<file path="src/rtl/qenc_pkg.sv">
package qenc_pkg;

    // Two encoder phase lines, Gray coded.
    typedef logic [1:0] phase_t;

    // Difference of the decoded phases, modulo 4, named by meaning.
    typedef enum logic [1:0] {
        STEP_HOLD = 2'd0,
        STEP_UP   = 2'd1,
        STEP_BAD  = 2'd2,
        STEP_DOWN = 2'd3
    } step_kind_e;

    // Command handed from the phase tracker to the accumulator.
    typedef struct packed {
        logic move;   // position changes this edge
        logic down;   // direction when move is set
    } step_cmd_t;

    // Gray phase to 2-bit binary index within an encoder cycle.
    function automatic logic [1:0] phase_to_index(input phase_t g);
        return {g[1], g[1] ^ g[0]};
    endfunction

    // Classify a transition between two sampled phases.
    function automatic step_kind_e classify_step(input phase_t prev_ph,
                                                 input phase_t cur_ph);
        logic [1:0] delta;
        delta = phase_to_index(cur_ph) - phase_to_index(prev_ph);
        return step_kind_e'(delta);
    endfunction

    // Turn a classified transition into an accumulator command.
    function automatic step_cmd_t to_command(input step_kind_e kind);
        step_cmd_t cmd;
        cmd.move = (kind == STEP_UP) || (kind == STEP_DOWN);
        cmd.down = (kind == STEP_DOWN);
        return cmd;
    endfunction

endpackage

</file>
<file path="src/rtl/qenc_phase_tracker.sv">
module qenc_phase_tracker
    import qenc_pkg::*;
(
    input  logic      clk,
    input  logic      rst_n,
    input  phase_t    phase_in,
    output step_cmd_t step_cmd
);

    phase_t     last_phase;
    step_kind_e kind;

    // The remembered phase always follows the input, even across a jump,
    // so that decoding resumes relative to the value last seen.
    always_ff @(posedge clk) begin
        if (!rst_n) begin
            last_phase <= 2'b00;
        end else begin
            last_phase <= phase_in;
        end
    end

    // Decode from the registered previous phase and the live input so that
    // the accumulator can act on the very edge that samples the new phase.
    always_comb begin
        kind     = classify_step(last_phase, phase_in);
        step_cmd = to_command(kind);
    end

endmodule

</file>
<file path="src/rtl/qenc_position_accum.sv">
module qenc_position_accum
    import qenc_pkg::*;
#(
    parameter int POS_W = 10
) (
    input  logic             clk,
    input  logic             rst_n,
    input  step_cmd_t        step_cmd,
    output logic [POS_W-1:0] position
);

    localparam logic [POS_W-1:0] ONE = POS_W'(1);

    logic [POS_W-1:0] pos_q;
    logic [POS_W-1:0] pos_d;

    always_comb begin
        pos_d = pos_q;
        if (step_cmd.move) begin
            if (step_cmd.down) begin
                pos_d = pos_q - ONE;
            end else begin
                pos_d = pos_q + ONE;
            end
        end
    end

    always_ff @(posedge clk) begin
        if (!rst_n) begin
            pos_q <= '0;
        end else begin
            pos_q <= pos_d;
        end
    end

    assign position = pos_q;

endmodule

</file>
<file path="src/rtl/qenc_output_tap.sv">
module qenc_output_tap #(
    parameter int POS_W     = 10,
    parameter int OUT_W     = 8,
    parameter int DIV_SHIFT = 2
) (
    input  logic [POS_W-1:0] position,
    output logic [OUT_W-1:0] fine_out,
    output logic [OUT_W-1:0] coarse_out
);

    localparam int COARSE_TOP = OUT_W + DIV_SHIFT;

    // Both views are slices of one register, so they cannot drift apart.
    for (genvar i = 0; i < OUT_W; i++) begin : g_bit
        assign fine_out[i] = position[i];
        if (i + DIV_SHIFT < POS_W) begin : g_have
            assign coarse_out[i] = position[i + DIV_SHIFT];
        end else begin : g_pad
            assign coarse_out[i] = 1'b0;
        end
    end

    initial begin
        if (POS_W < COARSE_TOP) begin
            $error("position register narrower than the coarse view needs");
        end
    end

endmodule

</file>
<file path="src/rtl/qenc_counter.sv">
module qenc_counter
    import qenc_pkg::*;
#(
    parameter int OUT_W     = 8,
    parameter int DIV_SHIFT = 2
) (
    input  logic             clk,
    input  logic             rst_n,
    input  logic [1:0]       phase_in,
    output logic [OUT_W-1:0] count_full,
    output logic [OUT_W-1:0] count_div
);

    localparam int POS_W = OUT_W + DIV_SHIFT;

    step_cmd_t        step_cmd;
    logic [POS_W-1:0] position;

    qenc_phase_tracker u_tracker (
        .clk      (clk),
        .rst_n    (rst_n),
        .phase_in (phase_in),
        .step_cmd (step_cmd)
    );

    qenc_position_accum #(
        .POS_W (POS_W)
    ) u_accum (
        .clk      (clk),
        .rst_n    (rst_n),
        .step_cmd (step_cmd),
        .position (position)
    );

    qenc_output_tap #(
        .POS_W     (POS_W),
        .OUT_W     (OUT_W),
        .DIV_SHIFT (DIV_SHIFT)
    ) u_tap (
        .position   (position),
        .fine_out   (count_full),
        .coarse_out (count_div)
    );

endmodule

</file>
<file path="config.mk">
export PLATFORM = sky130hd
export DESIGN_NAME = qenc_counter
export DESIGN_NICKNAME = d
export VERILOG_FILES = /design/src/rtl/qenc_pkg.sv /design/src/rtl/qenc_phase_tracker.sv /design/src/rtl/qenc_position_accum.sv /design/src/rtl/qenc_output_tap.sv /design/src/rtl/qenc_counter.sv
export SDC_FILE = /design/constraint.sdc
export NUM_CORES = 1
export LEC_CHECK = 0
export CAP_MARGIN = 20
export CORE_UTILIZATION = 52
export DETAILED_ROUTE_END_ITERATION = 8
export MAX_ROUTING_LAYER = met4
export PLACE_DENSITY = 0.82
export SYNTH_ARGS = -nofsm -noshare
export SYNTH_HDL_FRONTEND = slang
export SYNTH_SLANG_ARGS = --single-unit
</file>
<file path="constraint.sdc">
create_clock -name clk -period 9.3 [get_ports clk]
set_input_delay 1.86 -clock clk [delete_from_list [all_inputs] [get_ports clk]]
set_output_delay 1.86 -clock clk [all_outputs]
set_load 0.02 [all_outputs]
</file>
Word-level counts from Yosys, hierarchy flattened

Cells that the tools add are included.

Reductions and logical operators: 1
Bitwise gates (word level): 2
Equal/unequal tests: 2
Add/sub/neg operators: 3
Muxes and demuxes: 1

Operator list:

| operator                | count |
|---|---|
| $add A10 B1 Y10 const B | 1 |
| $mux W10                | 1 |
| $sub A10 B1 Y10 const B | 1 |
| $eq A2 B1 Y1 const B    | 1 |
| $eq A2 B2 Y1 const B    | 1 |
| $sub A2 B2 Y2           | 1 |
| $xor A1 B1 Y1           | 2 |
| $logic_or A1 B1 Y1      | 1 |

Logic and storage cells: 11
Register bits after elaboration: 12
Bits of input ports: 4
Output and inout bits: 16

Logic depth before layout (Yosys ltp)

Word-level depth: 4
Gate-level depth with buffers: 11

Hierarchy

Synthesis repeated with hierarchy kept, for this count alone.

Cells, all modules: 120
Area total of the unflattened synthesis: 1043.5 um^2

Modules (own cells, without submodules):

| module              | sequential area each (um^2) | cells each | area an instance (um^2) | instances |
|---|---|---|---|---|
| qenc_position_accum | 200.2                       | 94         | 809.5                   | 1 |
| qenc_output_tap     | 0.0                         | 16         | 120.1                   | 1 |
| qenc_phase_tracker  | 40.0                        | 10         | 113.9                   | 1 |

Worst setup path before layout

No wires, ideal clock.

Kind: input port to flip-flop
From: input port phase_in[0]
To: register u_accum.pos_q[6] (netlist: u_accum.position[6])
Cell stages on the path: 11
Path slack: 5009 ps
Required time: 9185 ps
Data arrival time: 4176 ps
Cell sequence: xnor2_1 -> ha_1 -> xnor3_4 -> nor2_1 -> xor2_1 -> ha_1 -> nand2_1 -> or3_2 -> a21oi_1 -> xor2_1 -> and2_1

Longest elaborated chain between the ends: 4
Elaborated cells between the ends (all ways): 6
Those cells by class: add/sub: 1; eq/ne: 2; mux: 1; bitwise: 1; reduce/logical: 1

Ends and longest elaborated chain:

| what                                           | line                                      | text |
|---|---|---|
| start, declared                                | qenc_counter.sv:9                         | `input logic [1:0] phase_in,` |
| $xor A1 B1 Y1 (*)                              | qenc_pkg.sv:22                            | `return {g[1], g[1] ^ g[0]};` |
| $sub A2 B2 Y2 (*)                              | qenc_pkg.sv:29                            | `delta = phase_to_index(cur_ph) - phase_to_index(prev_ph);` |
| $eq A2 B2 Y1 or $eq A2 B1 Y1 (tied branches)   | qenc_pkg.sv:36, qenc_pkg.sv:37            |  |
| $mux W10 or $logic_or A1 B1 Y1 (tied branches) | qenc_position_accum.sv:20, qenc_pkg.sv:36 |  |
| end signal, assigned                           | qenc_position_accum.sv:32                 | `pos_q <= pos_d;` |
| end, declared                                  | qenc_position_accum.sv:14                 | `logic [POS_W-1:0] pos_q;` |

Mark *: on every way between the ends. The rest lies on a longest branch, timed or not.
A chain may end at the register's enable or synchronous reset.

Worst setup path after layout

From: input port phase_in[1]
To: register u_accum.pos_q[8] (netlist: u_accum.position[8])

Longest elaborated chain between the ends: 4
Elaborated cells between the ends (all ways): 6
Those cells by class: add/sub: 1; eq/ne: 2; mux: 1; bitwise: 1; reduce/logical: 1

Ends and longest elaborated chain:

| what                                           | line |
|---|---|
| $xor A1 B1 Y1                                  | qenc_pkg.sv:22 |
| $sub A2 B2 Y2 (*)                              | qenc_pkg.sv:29 |
| $eq A2 B2 Y1 or $eq A2 B1 Y1 (tied branches)   | qenc_pkg.sv:36, qenc_pkg.sv:37 |
| $mux W10 or $logic_or A1 B1 Y1 (tied branches) | qenc_position_accum.sv:20, qenc_pkg.sv:36 |

Marked as above.

==> impl_metrics.py <==
metrics = {
    "final_layout": {
        "multi_input_area_um2": 556,
        "syn2layout_area_growth_pct": 16.7,
        "drive_gt1_share_pct": 7.69,
        "seq_area_um2": 240,
        "layout_common_cells": "clkdlybuf4s50_1, nand2_1, dfxtp_1",
        "post-route-util_pct": 67.0,
        "num_antenna_cells": 0,
        "layout.filler_cells": 136,
        "nets": 126,
        "final_common_cell": "clkdlybuf4s50_1",
    },
    "clock_network": {
        "cts_root_buf": "clkbuf_4",
        "cts_tree": "done",
        "clkSlewWorstSetupHoldPaths_ns": 0.07,
        "cts.sinks": 12,
        "clockBufferDepth": 2,
        "h-tree-depth": 1,
        "ctsResizeCount": 0,
        "insertion_delay_ns": 0.27,
        "post_cts_buffers": 0,
        "hold_buffers": 0,
        "cts_buffers": 3,
    },
    "critical_path": {
        "worst_setup_path_end_kind": "flop",
        "worstPathRequired_ns": 9.46,
        "critPathKind": "in2reg",
        "crit_arrival_ns": 5.08,
        "cp-start-kind": "input pin",
        "crit_fanout": 6,
        "rr_worst_depth": 11,
    },
    "detailed_routing": {
        "wl_per_cell_um": 14.3,
        "routed_wl_mm": 1.91,
        "final_antenna_net_count": 0,
        "drtIter0Drc": 35,
        "via_per_inst": 6.22,
        "drc": 0,
        "drt_first_pass_iters": 4,
        "routed-via-count": 827,
    },
    "yosys": {
        "avgSynthCellArea_um2": 8.27,
        "netlist_area_um2": 885,
        "syn_inst": 107,
        "async_reset_ff_share_pct": 0,
        "synth_cell_types": 39,
        "ys_ff_latch": 12,
        "synth_ff_type": "dfxtp_1",
        "ys.warnings.count": 0,
        "syn_nets": 114,
        "synth_edf_count": 0,
        "yosysSeqAreaShare_pct": 27.2,
    },
    "timing": {
        "rsz0062_at_grt": "false",
        "finalClockSkew_ns": 0.000298,
        "finalSetupViolCount": 0,
        "max_freq_mhz": 203,
        "worst_pin_slew_ns": 0.546,
        "drv_slew": 0,
        "slew_headroom_pct": 63.3,
        "period_share_pct": 52.9,
        "finalSetupTns_ns": 0,
        "fin_crit_ns": 4.92,
        "hold_violations": 0,
    },
    "pwr": {
        "irDropWorstVdd_uv": 143,
        "p_per_area_mw_per_mm2": 261,
        "p_leak_nw": 0.440,
    },
    "floorplan": {
        "die_w_um": 43.2,
        "pin_count": 20,
        "die_h_um": 43.2,
        "fp.coreArea_mm2": 0.00154,
        "die_area_mm2": 0.00187,
        "initial_utilization_pct": 57.4,
        "rows": 14,
    },
    "grt": {
        "grt_max_degree": 16,
        "grt_usage_pct": 22.7,
        "grt_pass1_vias": 691,
        "grt_overflow": 0,
        "grt_first_pass_wirelength_mm": 3.13,
        "grt_antenna_before_repair": 0,
    },
    "outcome": {
        "status": "finished clean",
    },
    "place": {
        "hpwl_mm": 1.28,
        "numPortBuffers": 19,
        "gp_congestion": 0.911,
    },
    "hold_path": {
        "holdPathStages": 2,
        "hold_class": "reg2reg",
    },
    "run": {
        "drv_cap": 0,
    },
}
## per-stage QoR
| step | hold slack (ns) | setup WS [ns] | cell area (um^2) | instances | power, mW |
|---|---|---|---|---|---|
| 2_1_floorplan | 0.541 | 5.01 | 885 | 107 | 0.197 |
| 3_3_place_gp | 0.454 | 4.29 | 1010 | 130 | 0.232 |
| 3_5_place_dp | 0.477 | 4.17 | 1010 | 130 | 0.235 |
| 4_1_cts | 0.489 | 4.42 | 1030 | 133 | 0.268 |
| 5_1_grt | 0.530 | 4.20 | 1030 | 133 | 0.286 |
| 6_report | 0.488 | 4.38 | 1030 | 133 | 0.269 |
## kinds of logic (layout without fill, tap and decap cells)
logic type,after synthesis,after routing,synth area share (%)
simple gates,49,49,29.4
compound gates,17,17,12.3
buf+inv,13,23,10.0
xor+xnor,12,12,15.7
flops,12,12,27.2
fa+ha+maj,3,3,4.24
mux,1,1,1.13
## registers in the layout (all words and copies together), names as in the netlist
register	flops
u_tracker.last_phase	2
u_accum.position	10
## critical path, stage by stage
cell and delay [ns]:
clkdlybuf4s50_1 0.57, xnor2_1 0.15, ha_1 0.20, xnor3_4 0.54, nor2_1 0.32, xor2_1 0.13, ha_1 0.25, nor4_1 0.40
a211oi_1 0.17, o22ai_1 0.24, xor2_1 0.17, a21oi_1 0.08
## metal layers
metal / global-route usage (%) / vias up / part of all wire (%)
li1: - / 385 / -
met1: 29.0 / 376 / 42
met2: 34.3 / 57 / 46
met3: 3.83 / 9 / 8.3
met4: 11.5 / 0 / 3.2
met5: - / - / 0
## area by class of cell
class	count	share of cell area [%]
multi-input cells	82	53.8
flip-flops and latches	12	23.3
clock buffers	3	2.18
well taps	16	1.94
inverters	1	0.364
repair buffers	19	18.4
## worst paths after layout
check / start / slack (ns) / to
setup / recovery: phase_in[1] / 4.38 / u_accum.position[8]
hold / removal: u_accum.position[9] / 0.49 / u_accum.position[9]
setup reg to reg: u_tracker.last_phase[1] / 6.13 / u_accum.position[8]
hold reg to reg: u_accum.position[9] / 0.49 / u_accum.position[9]
## report_power, final
part / switching (mW) / internal (mW)
sequential: 0.0222 / 0.0639
clock: 0.0170 / 0.0150
combinational: 0.0787 / 0.0726
## synth_stat cells, types with 3 or more instances
library cell,count,share of area (%)
ha_1,3,4.2
dfxtp_1,12,27
nor2_1,6,2.5
nand3_1,4,2.3
a21oi_1,7,4.0
buf_4,7,5.9
and2_1,7,5.0
nor3_1,4,2.3
nand2_1,12,5.1
xor2_1,9,8.9
(Power assumes the default switching activity.)
